[src/rtl/wdt_two_stage_pkg.sv]
// Package: register addresses, bit positions and the decoded command bundle
// shared by the watchdog modules. Assumes a 2-bit word address.
package wdt_two_stage_pkg;

    localparam logic [1:0] ADDR_CTRL   = 2'd0;
    localparam logic [1:0] ADDR_TMO    = 2'd1;
    localparam logic [1:0] ADDR_RELOAD = 2'd2;
    localparam logic [1:0] ADDR_STATUS = 2'd3;

    localparam int CTRL_HALT_BIT   = 0;
    localparam int CTRL_NORBT_BIT  = 1;
    localparam int ST_FIRST_BIT    = 3;
    localparam int ST_SECOND_BIT   = 17;

    // One-cycle commands decoded from a bus write.
    typedef struct packed {
        logic reload;
        logic halt_release;
        logic clr_first;
        logic clr_second;
    } wdt_cmd_t;

endpackage

[src/rtl/wdt_tick_gen.sv]
// Tick generator: divides the clock down to the watchdog tick.
// Mode 0 gives a period of CLK_HZ*6/10 cycles and mode 1 a period of CLK_HZ
// cycles. clear_i holds the phase at zero and masks the tick.
// Assumes CLK_HZ >= 2 so both periods are at least one cycle.
module wdt_tick_gen #(
    parameter int CLK_HZ = 50_000_000
) (
    input  logic clk_i,
    input  logic rst_ni,
    input  logic mode_i,
    input  logic clear_i,
    output logic tick_o
);
    localparam int LEGACY_DIV = (CLK_HZ * 6) / 10;
    localparam int WHOLE_DIV  = CLK_HZ;
    localparam int PRE_W      = $clog2(WHOLE_DIV + 1);
    localparam logic [PRE_W-1:0] LEGACY_LAST = PRE_W'(LEGACY_DIV - 1);
    localparam logic [PRE_W-1:0] WHOLE_LAST  = PRE_W'(WHOLE_DIV - 1);

    logic [PRE_W-1:0] phase_q;
    logic [PRE_W-1:0] last_w;

    // Pick the terminal phase for the selected tick period.
    always_comb begin
        last_w = mode_i ? WHOLE_LAST : LEGACY_LAST;
    end

    // The tick fires on the terminal phase. ">=" also covers a mode switch
    // to a shorter period.
    assign tick_o = !clear_i && (phase_q >= last_w);

    // Phase counter: restart on clear or on a tick, otherwise advance.
    always_ff @(posedge clk_i) begin
        if (!rst_ni || clear_i || tick_o) begin
            phase_q <= '0;
        end else begin
            phase_q <= phase_q + 1'b1;
        end
    end

endmodule

[src/rtl/wdt_regs.sv]
// Register block: holds the control bits and the timeout, decodes bus writes
// into one-cycle commands, and muxes read data.
// Assumes DATA_W > ST_SECOND_BIT and INIT_TMO >= MIN_TMO.
module wdt_regs
    import wdt_two_stage_pkg::*;
#(
    parameter int TMO_W    = 10,
    parameter int DATA_W   = 32,
    parameter int ADDR_W   = 2,
    parameter int INIT_TMO = 30,
    parameter int MIN_TMO  = 4
) (
    input  logic              clk_i,
    input  logic              rst_ni,
    input  logic              bus_wr_i,
    input  logic [ADDR_W-1:0] bus_addr_i,
    input  logic [DATA_W-1:0] bus_wdata_i,
    output logic [DATA_W-1:0] bus_rdata_o,
    input  logic [TMO_W-1:0]  count_i,
    input  logic              first_i,
    input  logic              second_i,
    output logic [TMO_W-1:0]  tmo_o,
    output logic              halt_o,
    output logic              norbt_o,
    output wdt_cmd_t          cmd_o
);
    localparam logic [TMO_W-1:0] TMO_FLOOR = TMO_W'(MIN_TMO);
    localparam logic [TMO_W-1:0] TMO_RESET = TMO_W'(INIT_TMO);

    logic [TMO_W-1:0] tmo_q;
    logic             halt_q;
    logic             norbt_q;
    logic             wr_ctrl, wr_tmo, wr_reload, wr_status;
    logic             unused_wdata;

    // Address decode of a write strobe.
    always_comb begin
        wr_ctrl   = bus_wr_i && (bus_addr_i == ADDR_W'(ADDR_CTRL));
        wr_tmo    = bus_wr_i && (bus_addr_i == ADDR_W'(ADDR_TMO));
        wr_reload = bus_wr_i && (bus_addr_i == ADDR_W'(ADDR_RELOAD));
        wr_status = bus_wr_i && (bus_addr_i == ADDR_W'(ADDR_STATUS));
    end

    // Bits of the write data that no register keeps.
    assign unused_wdata = ^bus_wdata_i;

    // Timeout register: keeps only values at or above the floor.
    always_ff @(posedge clk_i) begin
        if (!rst_ni) begin
            tmo_q <= TMO_RESET;
        end else if (wr_tmo && (bus_wdata_i[TMO_W-1:0] >= TMO_FLOOR)) begin
            tmo_q <= bus_wdata_i[TMO_W-1:0];
        end
    end

    // Control register: halt (set at reset) and no-reboot.
    always_ff @(posedge clk_i) begin
        if (!rst_ni) begin
            halt_q  <= 1'b1;
            norbt_q <= 1'b0;
        end else if (wr_ctrl) begin
            halt_q  <= bus_wdata_i[CTRL_HALT_BIT];
            norbt_q <= bus_wdata_i[CTRL_NORBT_BIT];
        end
    end

    // One-cycle commands for the expiry core.
    always_comb begin
        cmd_o.reload       = wr_reload;
        cmd_o.halt_release = wr_ctrl && halt_q && !bus_wdata_i[CTRL_HALT_BIT];
        cmd_o.clr_first    = wr_status && bus_wdata_i[ST_FIRST_BIT];
        cmd_o.clr_second   = wr_status && bus_wdata_i[ST_SECOND_BIT];
    end

    // Read mux; unused bits read as zero.
    always_comb begin
        bus_rdata_o = '0;
        case (bus_addr_i)
            ADDR_W'(ADDR_CTRL): begin
                bus_rdata_o[CTRL_HALT_BIT]  = halt_q;
                bus_rdata_o[CTRL_NORBT_BIT] = norbt_q;
            end
            ADDR_W'(ADDR_TMO):    bus_rdata_o[TMO_W-1:0] = tmo_q;
            ADDR_W'(ADDR_RELOAD): bus_rdata_o[TMO_W-1:0] = count_i;
            default: begin
                bus_rdata_o[ST_FIRST_BIT]  = first_i;
                bus_rdata_o[ST_SECOND_BIT] = second_i;
            end
        endcase
    end

    assign tmo_o   = tmo_q;
    assign halt_o  = halt_q;
    assign norbt_o = norbt_q;

endmodule

[src/rtl/wdt_expiry_core.sv]
// Expiry core: the down-counter, the two timeout flags and the reset pulse.
// Assumes tick_i is already masked while halted, during a pulse and on a
// reload cycle (the tick generator's clear does this).
module wdt_expiry_core
    import wdt_two_stage_pkg::*;
#(
    parameter int TMO_W      = 10,
    parameter int INIT_TMO   = 30,
    parameter int RST_CYCLES = 16
) (
    input  logic             clk_i,
    input  logic             rst_ni,
    input  logic             tick_i,
    input  logic [TMO_W-1:0] tmo_i,
    input  logic             norbt_i,
    input  wdt_cmd_t         cmd_i,
    output logic [TMO_W-1:0] count_o,
    output logic             first_o,
    output logic             second_o,
    output logic             pulse_o
);
    localparam int RC_W = $clog2(RST_CYCLES + 1);
    localparam logic [RC_W-1:0] RC_LOAD = RC_W'(RST_CYCLES);
    localparam logic [RC_W-1:0] RC_ONE  = RC_W'(1);

    logic [TMO_W-1:0] count_q;
    logic             first_q, second_q;
    logic [RC_W-1:0]  rc_q;
    logic             expire, second_exp, pulse_on, pulse_end;

    // Event decode for this cycle.
    always_comb begin
        expire     = tick_i && (count_q == '0);
        second_exp = expire && first_q;
        pulse_on   = (rc_q != '0);
        pulse_end  = (rc_q == RC_ONE);
    end

    // Down-counter: reload on command, expiry or pulse end; step on a tick.
    always_ff @(posedge clk_i) begin
        if (!rst_ni) begin
            count_q <= TMO_W'(INIT_TMO);
        end else if (cmd_i.reload || cmd_i.halt_release || pulse_end || expire) begin
            count_q <= tmo_i;
        end else if (tick_i) begin
            count_q <= count_q - 1'b1;
        end
    end

    // First-timeout flag: an expiry sets it, a clear write drops it.
    always_ff @(posedge clk_i) begin
        if (!rst_ni || pulse_end) begin
            first_q <= 1'b0;
        end else if (expire) begin
            first_q <= 1'b1;
        end else if (cmd_i.clr_first) begin
            first_q <= 1'b0;
        end
    end

    // Second-timeout flag: set by an expiry that finds the first flag set.
    always_ff @(posedge clk_i) begin
        if (!rst_ni || pulse_end) begin
            second_q <= 1'b0;
        end else if (second_exp) begin
            second_q <= 1'b1;
        end else if (cmd_i.clr_second) begin
            second_q <= 1'b0;
        end
    end

    // Reset pulse length counter, armed by a second expiry without no-reboot.
    always_ff @(posedge clk_i) begin
        if (!rst_ni) begin
            rc_q <= '0;
        end else if (second_exp && !norbt_i) begin
            rc_q <= RC_LOAD;
        end else if (pulse_on) begin
            rc_q <= rc_q - 1'b1;
        end
    end

    assign count_o  = count_q;
    assign first_o  = first_q;
    assign second_o = second_q;
    assign pulse_o  = pulse_on;

endmodule

[src/rtl/wdt_two_stage.sv]
// Top: two-stage watchdog. Joins the register block, the tick generator and
// the expiry core. Assumes a single clock and a synchronous active-low reset.
module wdt_two_stage
    import wdt_two_stage_pkg::*;
#(
    parameter int CLK_HZ     = 50_000_000,
    parameter int TMO_W      = 10,
    parameter int DATA_W     = 32,
    parameter int ADDR_W     = 2,
    parameter int INIT_TMO   = 30,
    parameter int MIN_TMO    = 4,
    parameter int RST_CYCLES = 16
) (
    input  logic              clk_i,
    input  logic              rst_ni,
    input  logic              tick_mode_i,
    input  logic              bus_wr_i,
    input  logic [ADDR_W-1:0] bus_addr_i,
    input  logic [DATA_W-1:0] bus_wdata_i,
    output logic [DATA_W-1:0] bus_rdata_o,
    output logic              sys_rst_o
);
    logic [TMO_W-1:0] count_w;
    logic [TMO_W-1:0] tmo_w;
    logic             first_w, second_w;
    logic             halt_w, norbt_w;
    logic             tick_w, pulse_w, tick_clr_w;
    wdt_cmd_t         cmd_w;

    // Tick phase restarts whenever the count is reloaded or frozen.
    assign tick_clr_w = halt_w || cmd_w.reload || pulse_w;

    wdt_regs #(
        .TMO_W(TMO_W), .DATA_W(DATA_W), .ADDR_W(ADDR_W),
        .INIT_TMO(INIT_TMO), .MIN_TMO(MIN_TMO)
    ) regs_i (
        .clk_i(clk_i), .rst_ni(rst_ni),
        .bus_wr_i(bus_wr_i), .bus_addr_i(bus_addr_i),
        .bus_wdata_i(bus_wdata_i), .bus_rdata_o(bus_rdata_o),
        .count_i(count_w), .first_i(first_w), .second_i(second_w),
        .tmo_o(tmo_w), .halt_o(halt_w), .norbt_o(norbt_w), .cmd_o(cmd_w)
    );

    wdt_tick_gen #(
        .CLK_HZ(CLK_HZ)
    ) tick_i (
        .clk_i(clk_i), .rst_ni(rst_ni), .mode_i(tick_mode_i),
        .clear_i(tick_clr_w), .tick_o(tick_w)
    );

    wdt_expiry_core #(
        .TMO_W(TMO_W), .INIT_TMO(INIT_TMO), .RST_CYCLES(RST_CYCLES)
    ) core_i (
        .clk_i(clk_i), .rst_ni(rst_ni), .tick_i(tick_w),
        .tmo_i(tmo_w), .norbt_i(norbt_w), .cmd_i(cmd_w),
        .count_o(count_w), .first_o(first_w), .second_o(second_w),
        .pulse_o(pulse_w)
    );

    assign sys_rst_o = pulse_w;

endmodule

[config.mk]
export PLATFORM = sky130hd
export DESIGN_NAME = wdt_two_stage
export DESIGN_NICKNAME = d
export VERILOG_FILES = /design/src/rtl/wdt_two_stage_pkg.sv /design/src/rtl/wdt_tick_gen.sv /design/src/rtl/wdt_regs.sv /design/src/rtl/wdt_expiry_core.sv /design/src/rtl/wdt_two_stage.sv
export SDC_FILE = /design/constraint.sdc
export NUM_CORES = 1
export LEC_CHECK = 0
export ABC_AREA = 1
export BUFFER_PORTS_ARGS = -buffer_cell sky130_fd_sc_hd__buf_4
export CAP_MARGIN = 0
export CORE_ASPECT_RATIO = 0.9
export CORE_MARGIN = 2
export CORE_UTILIZATION = 51
export CTS_CLUSTER_DIAMETER = 200
export DETAILED_ROUTE_END_ITERATION = 10
export GPL_TIMING_DRIVEN = 0
export PLACE_DENSITY = 0.89
export SETUP_SLACK_MARGIN = 0.1
export SLEW_MARGIN = 15
export SYNTH_ARGS = -nofsm -noshare
export SYNTH_HDL_FRONTEND = slang
export SYNTH_HIERARCHICAL = 1
export SYNTH_SLANG_ARGS = --single-unit
[constraint.sdc]
create_clock -name clk_i -period 2.1 [get_ports clk_i]
set_input_delay 0.105 -clock clk_i [delete_from_list [all_inputs] [get_ports clk_i]]
set_output_delay 0.105 -clock clk_i [all_outputs]
set_load 0.01 [all_outputs]
Word-level counts from Yosys, hierarchy flattened
Index checks and enable logic that the tools add are counted.

$add $sub $neg: 3. $mul: 0. Div/mod/pow operators: 0. $lt $le $gt $ge: 2. Eq/ne operators: 4. Shift-type cells: 0. Mux-type cells: 14. Bitwise gates (word level): 1. Reduce and logical (&&, ||, !) cells: 34.

Operator list (number): adder 26 x 1 -> 26 bit (second input constant) (1); greater-or-equal comparator 26 bit (1); 2-to-1 mux 26 bit (1); 2-to-1 mux 10 bit (2); logical AND 1 bit (13); one-hot mux 6 bit (2 select lines) (1); greater-or-equal comparator 10 x 3 -> 1 bit (second input constant) (1); zero test 10 bit (1); 2-to-1 mux 5 bit (2); subtractor 10 x 1 -> 10 bit (second input constant) (1); logical OR 1 bit (8); nonzero test 2 bit (4); one-hot mux 2 bit (3 select lines) (1); == test 5 x 1 -> 1 bit (second input constant) (1); 2-to-1 mux 1 bit (5); nonzero test 5 bit (1); subtractor 5 x 1 -> 5 bit (second input constant) (1); == test 2 bit (second input constant) (2); zero test 1 bit (4); one-hot mux 1 bit (3 select lines) (1); OR reduction 3 bit (1); == test 2 x 1 -> 1 bit (second input constant) (1); zero test 2 bit (1); one-hot mux 1 bit (2 select lines) (1); other kinds (2) (2).

Register bits: 55. Latch bits: 0. RAM bits: 0. Memory bits (read-only): 0. Input port bits: 38. Output and inout port bits: 33. Word-level logic and storage cells: 67. Memories kept: 0.

Longest topological paths before layout
Gate-level depths: netlist of the first run.

Depth after elaboration: 10. Gate-level depth with buffers: 19. Gate-level depth less buffers: 19.

By module
Netlist of the first run, hierarchy kept.

By module, submodules not included: wdt_tick_gen (instances 1, cells each 263, area an instance 1741.7 um^2, sequential area each 520.5 um^2); wdt_expiry_core (instances 1, cells each 176, area an instance 1141.1 um^2, sequential area each 340.3 um^2); wdt_regs (instances 1, cells each 164, area an instance 1052.3 um^2, sequential area each 240.2 um^2); wdt_two_stage (instances 1, cells each 3, area an instance 11.3 um^2, sequential area each 0.0 um^2).

Worst setup path before layout of the first run
No wires, ideal clock.

Kind: register to register. Start point: register tick_i.phase_q[21]. End point: register core_i.count_q[3] (netlist: core_i/count_o[3]). Library setup time: 0.123 ns. Arrival time: 2.095 ns. Required time: 1.977 ns. Path slack: -0.117 ns. Stages on the path, launching flop included: 16. Path buffers: 0. Period minus slack after synthesis: 2.217 ns. Cells stage by stage: dfxtp_1 -> ha_1 -> nand2_1 -> nor2_1 -> nand2_1 -> nor2_1 -> nand2_1 -> nand3_1 -> nor2b_1 -> inv_2 -> nor2_4 -> nand3_4 -> nand3_2 -> inv_2 -> nand2_1 -> nand3_1.

Word-level cells in the longest chain between the ends: 5. Elaborated cells on any way between the ends: 6. Those cells by class: order compare (1); mux (1); reduce/logical (4).

RTL lines: start: declaration (RTL line wdt_tick_gen.sv:20) `logic [PRE_W-1:0] phase_q;`; start signal: assignment (RTL line wdt_tick_gen.sv:37) `phase_q <= phase_q + 1'b1;`; greater-or-equal comparator 26 bit (*) (RTL line wdt_tick_gen.sv:30) `assign tick_o = !clear_i && (phase_q >= last_w);`; logical AND 1 bit (*) (RTL line wdt_tick_gen.sv:30); named net tick_w (RTL line wdt_two_stage.sv:27) `logic tick_w, pulse_w, tick_clr_w;`; logical AND 1 bit (RTL line wdt_expiry_core.sv:33) `expire = tick_i && (count_q == '0);`; logical OR 1 bit (RTL line wdt_expiry_core.sv:43) `end else if (cmd_i.reload || cmd_i.halt_release || pulse_end || expire) begin`; 2-to-1 mux 10 bit / nonzero test 2 bit (equally long branches); end signal: assignment (RTL line wdt_expiry_core.sv:42) `count_q <= TMO_W'(INIT_TMO);`; end signal: assignment (RTL line wdt_expiry_core.sv:44) `count_q <= tmo_i;`; end signal: assignment (RTL line wdt_expiry_core.sv:46) `count_q <= count_q - 1'b1;`; end: declaration (RTL line wdt_expiry_core.sv:26) `logic [TMO_W-1:0] count_q;`.

Mark *: on every way through the listed nets, which the timed path passes. The rest lies on a longest branch. A chain may end at the register's enable or synchronous reset.

Worst setup path after layout of the first run
Start point: register tick_i.phase_q[24]. End point: register core_i.count_q[2] (netlist: core_i/count_o[2]).

Same word-level chain as after synthesis.

==> results.md, run 1 <==
- Outcome: finished with violations
- Failing checks: setup timing
- Post-synth EDFFs: 0
- Clk sinks: 55
- CTS clk-pin slew, worst paths: ~100 ps
- Die X: 96.7 µm
- Antenna diodes: 0
- Layout cells sized above 1: 0.301
- Setup Skew: between 10 and 15 ps
- Layout Nets: between 700 and 800
- Clk_lat worst skew: approximately 320 ps
- Register bit count reported by yosys: between 50 and 60
- Initial antenna violation count: 0
- Total of max-cap violations: 0
- Async SR Flop Fraction: 0
- Vias in the first global route: roughly 3700
- Place WS: -320 ps
- # IOs: 71
- Final Total Pwr: approximately 3.2 mW
- Final WS setup: -254 ps
- Die H: 87.5 µm
- VDD IR max: 0.389 mV
- Setup CP Type: reg2reg
- Post-Syn Area: about 3900 µm²
- Hold buffers post-CTS: 0
- DRC viols: 0
- Yosys warning count: 6
- RSZ-0062 raised after global routing: yes
- Startpoint types: flip-flop
- Largest net degree at the start of global routing: 17
- GRT overflow: 0
- Htree depth: 2
- Pwr dens: 631 nW/µm²
- P_leak: 2.28 nW
- Port Buffers: 28
- CP endpoint kind: flip-flop
- Post-DP HPWL: 6810 µm
- Setup Viol. Count Final: 17
- GRT Resource Usage Total: 0.228
- WP data arrival: about 2600 ps
- Tmin final: between 2000 and 2500 ps
- Core area: roughly 7500 µm²
- Ratio of final minimum period to clock period: 1.12
- Drt via density: 5.11
- Maximum root-to-sink buffer count: 2
- Main synth FF type: dfxtp_1
- Synth Instances: 606
- WL/cell: approximately 13 µm
- F_max: around 420 MHz
- Die ar.: 8460 µm²
- Synth-to-Final Area Change: 26.9%
- Syn_area_per_cell: around 6.5 µm²
- GP Congestion: 0.900
- Critical Path RT: 2310 ps
- Rows: 30
- First-iteration detailed-routing DRC count: between 200 and 250
- Vias: 4019
- Register area share after synthesis: 0.279
- Initial core utilization: 0.526
- Fin. max-slew vios: 0
- Critical-path maximum fanout: 5
- DR pass1 iterations: 5
- First-pass GRT wire length: ~16000 µm
- Clk root buf: clkbuf_8
- Fin. Hold Viols: 0
- CTS tree: built
- Routed WL: 10300 µm
- DRT antenna net count: 0
- Yosys cell types: 36
- HP Class: in2reg
- TritonCTS Buffers: 5
[stage by stage]
| stage | hold slack [ps] | setup TNS [ps] | area [µm²] | cells | util |
|---|---|---|---|---|---|
| floorplan | 237 | 0 | 4080 | 626 | - |
| global placement | 367 | -2550 | 4410 | 750 | 0.587 |
| detailed placement | 365 | -4060 | 4410 | 750 | 0.587 |
| CTS | 45.0 | -50.6 | 4840 | 780 | 0.645 |
| global route | 55.5 | -4220 | 5010 | 787 | 0.667 |
| finish | 45.6 | -3380 | 5010 | 787 | 0.667 |
[state kept, by name, summed over array words and instances, names as in the netlist]
name             flops
core_i/count_o      10
core_i/first_o       1
core_i/rc_q          5
core_i/second_o      1
regs_i/halt_o        1
regs_i/norbt_o       1
regs_i/tmo_o        10
tick_i/phase_q      26
[kinds of logic after synthesis]
family	count (synthesis)	share of synthesized area
AO/OA/AOI/OAI	42	0.0571
adder cells (fa/ha/maj)	20	0.0634
other	1	0.000950
AND/OR/NAND/NOR	354	0.413
flip-flops	55	0.279
buffers and inverters	116	0.146
XOR/XNOR	18	0.0400
[cells in the final DEF (no fill, tap or decap), types with 2 or more instances in the layout]
master / n
clkbuf_8: 7
xnor2_1: 9
nand4_1: 8
dfxtp_2: 4
o21ai_0: 5
a21oi_2: 5
xor2_1: 9
dfxtp_4: 7
nand2_4: 2
buf_6: 9
nand3b_1: 5
buf_4: 74
o21ai_1: 3
nand2_2: 19
ha_4: 7
inv_4: 3
nand3_2: 12
inv_2: 7
nand3_1: 29
inv_1: 75
nand2_1: 159
o21ai_2: 5
nand3_4: 3
buf_2: 2
dfxtp_1: 44
nor2_1: 74
ha_1: 13
conb_1: 21
nor2_2: 24
nor3_1: 5
a21oi_1: 20
nor2_4: 11
[timing repair]
| item | CTS | global route |
|---|---|---|
| buffers inserted | 20 | 8 |
| gates resized for setup | 40 | 30 |
| hold endpoints to repair | 0 | 0 |
| endpoints found under the setup margin | 17 | 43 |
| pin swaps | 17 | 14 |
| cloned | 2 | 1 |
[area by class of cell]
type                    instances  area (µm²)
clock buffers                   6        82.6
well taps                      96         120
clock inverters                 2        35.0
repair buffers                 56         439
inverters                      85         327
plain buffers                  31         262
multi-input cells             456        2610
flip-flops and latches         55        1130
fillers                       598        2500
[layer usage]
layer	share of wire	up-vias	track usage
li1	-	1991	-
met1	0.40	1829	0.258
met2	0.51	163	0.428
met3	0.055	36	0.0345
met4	0.033	0	0.102
met5	0	-	0
[path summary, 6_finish.rpt]
check | startpoint | endpoint | slack [ps] | cells past startpoint
setup / recovery | tick_i/phase_q[24]$_SDFF_PP0_ | core_i/count_o[2]$_SDFFE_PN1P_ | -250 | 14
hold / removal | bus_wdata_i[1] | regs_i/tmo_o[1]$_SDFFE_PN1P_ | 50 | 3
setup reg to reg | tick_i/phase_q[24]$_SDFF_PP0_ | core_i/count_o[2]$_SDFFE_PN1P_ | -250 | 14
hold reg to reg | tick_i/phase_q[0]$_SDFF_PP0_ | tick_i/phase_q[0]$_SDFF_PP0_ | 430 | 1
[Yosys cell counts, types with 2 or more instances]
master	number	area (µm²)
nor2_4	5	56.3
nand3_1	34	170
inv_2	8	30.0
nor2_2	25	156
xnor2_1	9	78.8
inv_1	76	285
nand2_1	172	646
buf_6	4	45.0
xor2_1	9	78.8
nand2_2	7	43.8
o21ai_1	7	35.0
nor3_1	5	25.0
o21ai_0	6	30.0
nor2_1	79	297
nand3b_1	5	37.5
buf_4	23	173
a21oi_1	24	120
a21oi_2	2	17.5
nand4_1	8	50.1
buf_2	2	10.0
nand3_2	8	80.1
dfxtp_1	55	1100
ha_1	20	250
[worst max-delay path, cell delays in order (launching register included)]
cell and delay (ps):
dfxtp_4 380, ha_4 280, nand2_4 50, nor2_4 140, nand2_2 90, nor2_2 130
nand2_2 80, nand3_2 80, nor2b_4 250, nand3_2 120, nor2_4 180, a21oi_4 90
buf_6 150, o21ai_2 120, nand3_1 90
[power by group]
group | internal (mW) | total (mW) | switching [mW] | leakage [nW]
Clock | 0.386 | 0.741 | 0.355 | 0.0612
Combinational | 0.468 | 1.16 | 0.688 | 1.76
Sequential | 1.14 | 1.26 | 0.124 | 0.455
Total | 1.99 | 3.16 | 1.17 | 2.28
Power figures use the tool's default switching activity.
==> inputs of run 2 (changes only) <==
--- a/config.mk
+++ b/config.mk
@@ -8,7 +8,6 @@
 export ABC_AREA = 1
 export BUFFER_PORTS_ARGS = -buffer_cell sky130_fd_sc_hd__buf_4
 export CAP_MARGIN = 0
-export CORE_ASPECT_RATIO = 0.9
 export CORE_MARGIN = 2
 export CORE_UTILIZATION = 51
 export CTS_CLUSTER_DIAMETER = 200
@@ -16,7 +15,6 @@
 export GPL_TIMING_DRIVEN = 0
 export PLACE_DENSITY = 0.89
 export SETUP_SLACK_MARGIN = 0.1
-export SLEW_MARGIN = 15
 export SYNTH_ARGS = -nofsm -noshare
 export SYNTH_HDL_FRONTEND = slang
 export SYNTH_HIERARCHICAL = 1
==> run 2 against run 1 <==
Net effect: the run still ends with setup timing left; register-to-register slack better by 160 ps; highest routed layer unchanged; worst hold slack better by 11 ps; global-route usage is 1.2 points higher; fmax is 7.5% higher; worst setup slack better by 160 ps; via count is 1.4% higher; wire length is 0.38% lower; sequential share of layout area is 0.18 points lower; die area hardly changed.
==> results.md, run 2 (synthesis results as in run 1) <==
- Commonest non-fill, non-tap cell in the layout: nand2_1 (unchanged)
- F_max: 457 MHz (was 425 MHz)
- Layout cells sized above 1: 0.311 (was 0.301)
- WL/cell: 12.9 µm (was 13.1 µm)
- Fin. max-slew vios: 0 (unchanged)
- Fin. Hold Viols: 0 (unchanged)
- Max reg flops: 26 (unchanged)
- Vias: 4074 (was 4019)
- Commonest cells after routing, fill and taps aside: 154 x nand2_1, 80 x buf_4, 76 x nor2_1 (was 159 x nand2_1, 75 x inv_1, 74 x nor2_1, 74 x buf_4, 44 x dfxtp_1)
- Layout Cell Area excl Fill: 5040 µm² (was 5010 µm²)
- Filler cell count: 637 (was 598)
- GRT Resource Usage Total: 0.240 (was 0.228)
- First-iteration detailed-routing DRC count: 237 (was 248)
- GRT overflow: 0 (unchanged)
- Drt via density: 5.11 (about the same)
- Largest net degree at the start of global routing: 18 (was 17)
- Startpoint types: flip-flop (unchanged)
- TritonCTS Buffers: 5 (unchanged)
- CTS clk-pin slew, worst paths: 110 ps (was 100 ps)
- WP data arrival: 2380 ps (was 2560 ps)
- Layout Nets: 752 (was 748)
- Total of max-cap violations: 0 (unchanged)
- # IOs: 71 (unchanged)
- DRC viols: 0 (unchanged)
- Port Buffers: 28 (unchanged)
- Clk root buf: clkbuf_8 (unchanged)
- Clk_lat worst skew: 320 ps (about the same)
- Post-DP HPWL: 7090 µm (was 6810 µm)
- RSZ-0062 raised after global routing: yes (unchanged)
- Clk sinks: 55 (unchanged)
- Outcome: finished with violations (unchanged)
- CP endpoint kind: flip-flop (unchanged)
- Register with the most flip-flops: tick_i/phase_q (unchanged)
- Htree depth: 2 (unchanged)
- DR pass1 iterations: 5 (unchanged)
- Critical Path RT: 2290 ps (was 2310 ps)
- VDD IR max: 0.398 mV (was 0.389 mV)
- P_leak: 2.29 nW (was 2.28 nW)
- Final WS setup: -90.2 ps (was -254 ps)
- Final Util: 0.662 (was 0.667)
- Synth-to-Final Area Change: 27.6% (was 26.9%)
- HP Class: in2reg (unchanged)
- Rows: 32 (was 30)
- Initial core utilization: 0.519 (was 0.526)
- Register area: 1130 µm² (about the same)
- Setup CP Type: reg2reg (unchanged)
- Maximum root-to-sink buffer count: 2 (unchanged)
- Final Total Pwr: 3.09 mW (was 3.16 mW)
- Die H: 92.0 µm (was 87.5 µm)
- DP Area: 4420 µm² (was 4410 µm²)
- Antenna diodes: 0 (unchanged)
- Multi-input logic area: 2600 µm² (was 2610 µm²)
- Die ar.: 8460 µm² (about the same)
- Setup Viol. Count Final: 15 (was 17)
- First-pass GRT wire length: 16900 µm (was 15900 µm)
- Core area: 7610 µm² (was 7510 µm²)
- Setup Skew: 16.5 ps (was 10.5 ps)
- GP Congestion: 0.948 (was 0.900)
- Routed WL: 10300 µm (about the same)
- DRT antenna net count: 0 (unchanged)
- Ratio of final minimum period to clock period: 1.04 (was 1.12)
- Critical-path maximum fanout: 5 (unchanged)
- Vias in the first global route: 3987 (was 3686)
- Failing checks: setup timing (unchanged)
- Pwr dens: 614 nW/µm² (was 631 nW/µm²)
- Die X: 92.0 µm (was 96.7 µm)
- CTS tree: built (unchanged)
- Initial antenna violation count: 0 (unchanged)
- Tmin final: 2190 ps (was 2350 ps)
==> run 2: power by group <==
part	total [mW]	internal [mW]	switching, mW
combinational	1.19	0.488	0.706
sequential	1.27	1.14	0.132
clock	0.626	0.271	0.355
==> run 2: worst paths after layout <==
| path | startpoint | slack (ps) | endpoint | cells past startpoint |
|---|---|---|---|---|
| worst min-delay path | bus_wdata_i[4] | 60 | regs_i/tmo_o[4]$_SDFFE_PN1P_ | 3 |
| worst min register to register | tick_i/phase_q[0]$_SDFF_PP0_ | 440 | tick_i/phase_q[0]$_SDFF_PP0_ | 1 |
| worst max-delay path | tick_i/phase_q[12]$_SDFF_PP0_ | -90 | core_i/count_o[2]$_SDFFE_PN1P_ | 14 |
| worst max register to register | tick_i/phase_q[12]$_SDFF_PP0_ | -90 | core_i/count_o[2]$_SDFFE_PN1P_ | 14 |
==> run 2: final cells by class <==
type                            instances  area share
Clock buffer                            6      0.0164
Timing Repair Buffer                   60      0.0971
Sequential cell                        55       0.224
Clock inverter                          2     0.00273
Tap cell                              102      0.0253
Buffer                                 31      0.0517
Inverter                               85      0.0656
Multi-Input combinational cell        456       0.517
==> run 2: metrics by stage <==
| step | hold WS, ps | TNS (ps) | worst slack, ps | std cells |
|---|---|---|---|---|
| global placement | 370 | -3320 | -304 | 756 |
| CTS | 53.9 | 0 | 4.72 | 791 |
| global route | 69.9 | -2750 | -191 | 797 |
| finish | 57.1 | -982 | -90.2 | 797 |
| detailed placement | 376 | -4580 | -381 | 756 |
| floorplan | 237 | 0 | 96.1 | 626 |
==> run 2: metal layers <==
layer  routed length (µm)  global-route usage  vias to the layer above
met5                    0                   0                        -
met4                  321              0.0871                        0
met3                  621              0.0419                       39
met2                 5330               0.443                      166
met1                 4000               0.275                     1861
li1                     -                   -                     2008
==> run 2: critical path: stages, from the launching register on <==
cell and delay, ps:
dfxtp_4 370, ha_4 270, nand2_4 40, nor2_1 90, nand2_1 90, nor2_1 120, nand2_2 80, nand3_2 60
nor2b_4 230, nand3_2 130, nor2_4 140, a21oi_4 80, buf_6 150, o21ai_2 110, nand3_1 90
==> run 2: what timing repair did <==
action | CTS | global route
hold buffers | 0 | 0
gates resized for setup | 42 | 22
buffers inserted | 26 | 3
setup endpoints to repair | 17 | 37
pin swaps | 28 | 9
cloned | 1 | 3
==> inputs of run 3 (changes only) <==
--- a/config.mk
+++ b/config.mk
@@ -8,8 +8,10 @@
 export ABC_AREA = 1
 export BUFFER_PORTS_ARGS = -buffer_cell sky130_fd_sc_hd__buf_4
 export CAP_MARGIN = 0
+export CELL_PAD_IN_SITES_DETAIL_PLACEMENT = 0
+export CELL_PAD_IN_SITES_GLOBAL_PLACEMENT = 1
 export CORE_MARGIN = 2
-export CORE_UTILIZATION = 51
+export CORE_UTILIZATION = 36
 export CTS_CLUSTER_DIAMETER = 200
 export DETAILED_ROUTE_END_ITERATION = 10
 export GPL_TIMING_DRIVEN = 0
==> run 3 against run 2 <==
Net effect: the run still ends with setup timing left; core utilization fell by 19 points; clock power grew 17%; critical path depth grew 2; total power is 0.61% higher; largest power group unchanged; cell count increased by 4.4%; first-iteration DRC count fell by 16%; sequential cell count unchanged; sequential power hardly changed; count of clock-buffer cells in the layout is 1 lower; clock skew is 5.3 ps lower.
==> results.md, run 3 (synthesis results as in run 1) <==
- CTS clk-pin slew, worst paths: 110 ps (about the same)
- Vias: 3744 (was 4074)
- First-iteration detailed-routing DRC count: 200 (was 237)
- Clk root buf: clkbuf_8 (unchanged)
- Antenna diodes: 0 (unchanged)
- Die H: 109 µm (was 92.0 µm)
- Setup crit start: tick_i/phase_q[17]$_SDFF_PP0_ (was tick_i/phase_q[12]$_SDFF_PP0_)
- F_max: 465 MHz (was 457 MHz)
- Initial core utilization: 0.367 (was 0.519)
- Failing checks: setup timing (unchanged)
- Initial antenna violation count: 0 (unchanged)
- Drt via density: 4.50 (was 5.11)
- R2R setup slack: -50 ps (was -90 ps)
- DP Area: 4460 µm² (was 4420 µm²)
- Max reg flops: 26 (unchanged)
- WL/cell: 11.1 µm (was 12.9 µm)
- Tmin final: 2150 ps (was 2190 ps)
- Critical Path RT: 2320 ps (was 2290 ps)
- Register with the most flip-flops: tick_i/phase_q (unchanged)
- Setup CP Type: reg2reg (unchanged)
- Total of max-cap violations: 0 (unchanged)
- Place WS: -402 ps (was -381 ps)
- DR pass1 iterations: 4 (was 5)
- Core area: 10700 µm² (was 7610 µm²)
- WP data arrival: 2370 ps (was 2380 ps)
- Ratio of final minimum period to clock period: 1.02 (was 1.04)
- DRT antenna net count: 0 (unchanged)
- WHS: 56.5 ps (was 57.1 ps)
- Critical-path maximum fanout: 5 (unchanged)
- Setup Skew: 11.1 ps (was 16.5 ps)
- Commonest cells after routing, fill and taps aside: 159 x nand2_1, 78 x buf_4, 75 x nor2_1 (was 154 x nand2_1, 80 x buf_4, 76 x nor2_1)
- Die ar.: 11800 µm² (was 8460 µm²)
- TritonCTS Buffers: 5 (unchanged)
- Fin. Hold Viols: 0 (unchanged)
- # IOs: 71 (unchanged)
- Startpoint types: flip-flop (unchanged)
- Largest net degree at the start of global routing: 18 (unchanged)
- First-pass GRT wire length: 15600 µm (was 16900 µm)
- Hold Startpoint: bus_wdata_i[3] (was bus_wdata_i[4])
- Layout cells sized above 1: 0.293 (was 0.311)
- Maximum root-to-sink buffer count: 2 (unchanged)
- Final Total Pwr: 3.11 mW (was 3.09 mW)
- Final WS setup: -49.0 ps (was -90.2 ps)
- Port Buffers: 28 (unchanged)
- Critical R2R Launch: tick_i/phase_q[17]$_SDFF_PP0_ (was tick_i/phase_q[12]$_SDFF_PP0_)
- Pwr dens: 619 nW/µm² (was 614 nW/µm²)
- Layout Nets: 750 (was 752)
- P_leak: 2.28 nW (was 2.29 nW)
- Fin Setup TNS: -241 ps (was -982 ps)
- Post-DP HPWL: 6910 µm (was 7090 µm)
- Synth-to-Final Area Change: 27.4% (was 27.6%)
- Commonest non-fill, non-tap cell in the layout: nand2_1 (unchanged)
- Setup Viol. Count Final: 12 (was 15)
- CTS tree: built (unchanged)
- CP endpoint kind: flip-flop (unchanged)
- HP Class: in2reg (unchanged)
- Fin. max-slew vios: 0 (unchanged)
- Hold buffers post-CTS: 0 (unchanged)
- Clk sinks: 55 (unchanged)
- Routed WL: 9240 µm (was 10300 µm)
- GP Congestion: 0.887 (was 0.948)
- DRC viols: 0 (unchanged)
- RSZ-0062 raised after global routing: yes (unchanged)
- GRT overflow: 0 (unchanged)
- GRT Resource Usage Total: 0.162 (was 0.240)
- Clk_lat worst skew: 310 ps (was 320 ps)
- Outcome: finished with violations (unchanged)
- Rows: 38 (was 32)
- Layout Cell Area excl Fill: 5030 µm² (was 5040 µm²)
- VDD IR max: 0.298 mV (was 0.398 mV)
- Vias in the first global route: 3516 (was 3987)
- Die X: 109 µm (was 92.0 µm)
- Htree depth: 2 (unchanged)
## run 3: cell types whose count changed in the layout (fill, tap and decap cells not counted), sizes merged
cell | previous run | this run
clkinv | 1 | 0
bufinv | 0 | 1
clkbuf | 9 | 6
## run 3: repair_timing
action,CTS,global route
buffers inserted,21,8
setup endpoints to repair,17,20
resized for setup,36,17
pin swaps,19,24
cloned,2,0
hold endpoints to repair,0,0
## run 3: worst max-delay path, stage by stage, from the launching register on
cell     delay, ps
dfxtp_4        370
ha_4           270
nand2_2         40
nor2_2          90
nand2_1         70
nor2_2         110
nand2_2         80
nand3_2         70
nor2b_4        220
nand3_2        120
nor2_4         160
a21oi_4         80
buf_6          150
nand2_2         60
nand3_2         70
nand2_1         70
inv_1           30
## run 3: layout make-up
type,count,area (µm²)
buffer,31,256
clock buffer,5,68.8
clock inverter,2,41.3
fill,1098,5720
inverter,85,330
multi-input combinational,456,2570
sequential,55,1130
tap,140,175
timing repair buffer,58,455
## run 3: where the power goes
group	internal (mW)	leakage, nW	switching [mW]
Clock	0.358	0.0561	0.372
Combinational	0.481	1.77	0.638
Sequential	1.14	0.455	0.119
## run 3: final timing paths
path | to | cells after the start
min reg2reg | tick_i/phase_q[0]$_SDFF_PP0_ | 1
max | core_i/count_o[7]$_SDFFE_PN0P_ | 16
max reg2reg | core_i/count_o[7]$_SDFFE_PN0P_ | 16
min | regs_i/tmo_o[3]$_SDFFE_PN1P_ | 3
## run 3: routing by layer
| layer | vias to the layer above | GRT usage | part of all wire |
|---|---|---|---|
| met4 | 0 | 0.0458 | 0.018 |
| met3 | 15 | 0.0263 | 0.041 |
| met2 | 73 | 0.297 | 0.50 |
| met1 | 1656 | 0.193 | 0.44 |
| li1 | 2000 | - | - |
| met5 | - | 0 | 0 |
## run 3: per-stage QoR
stage	instances	util
6_report	832	0.468
5_1_grt	832	0.468
4_1_cts	824	0.454
3_5_place_dp	794	0.415
3_3_place_gp	794	0.415
2_1_floorplan	626	-
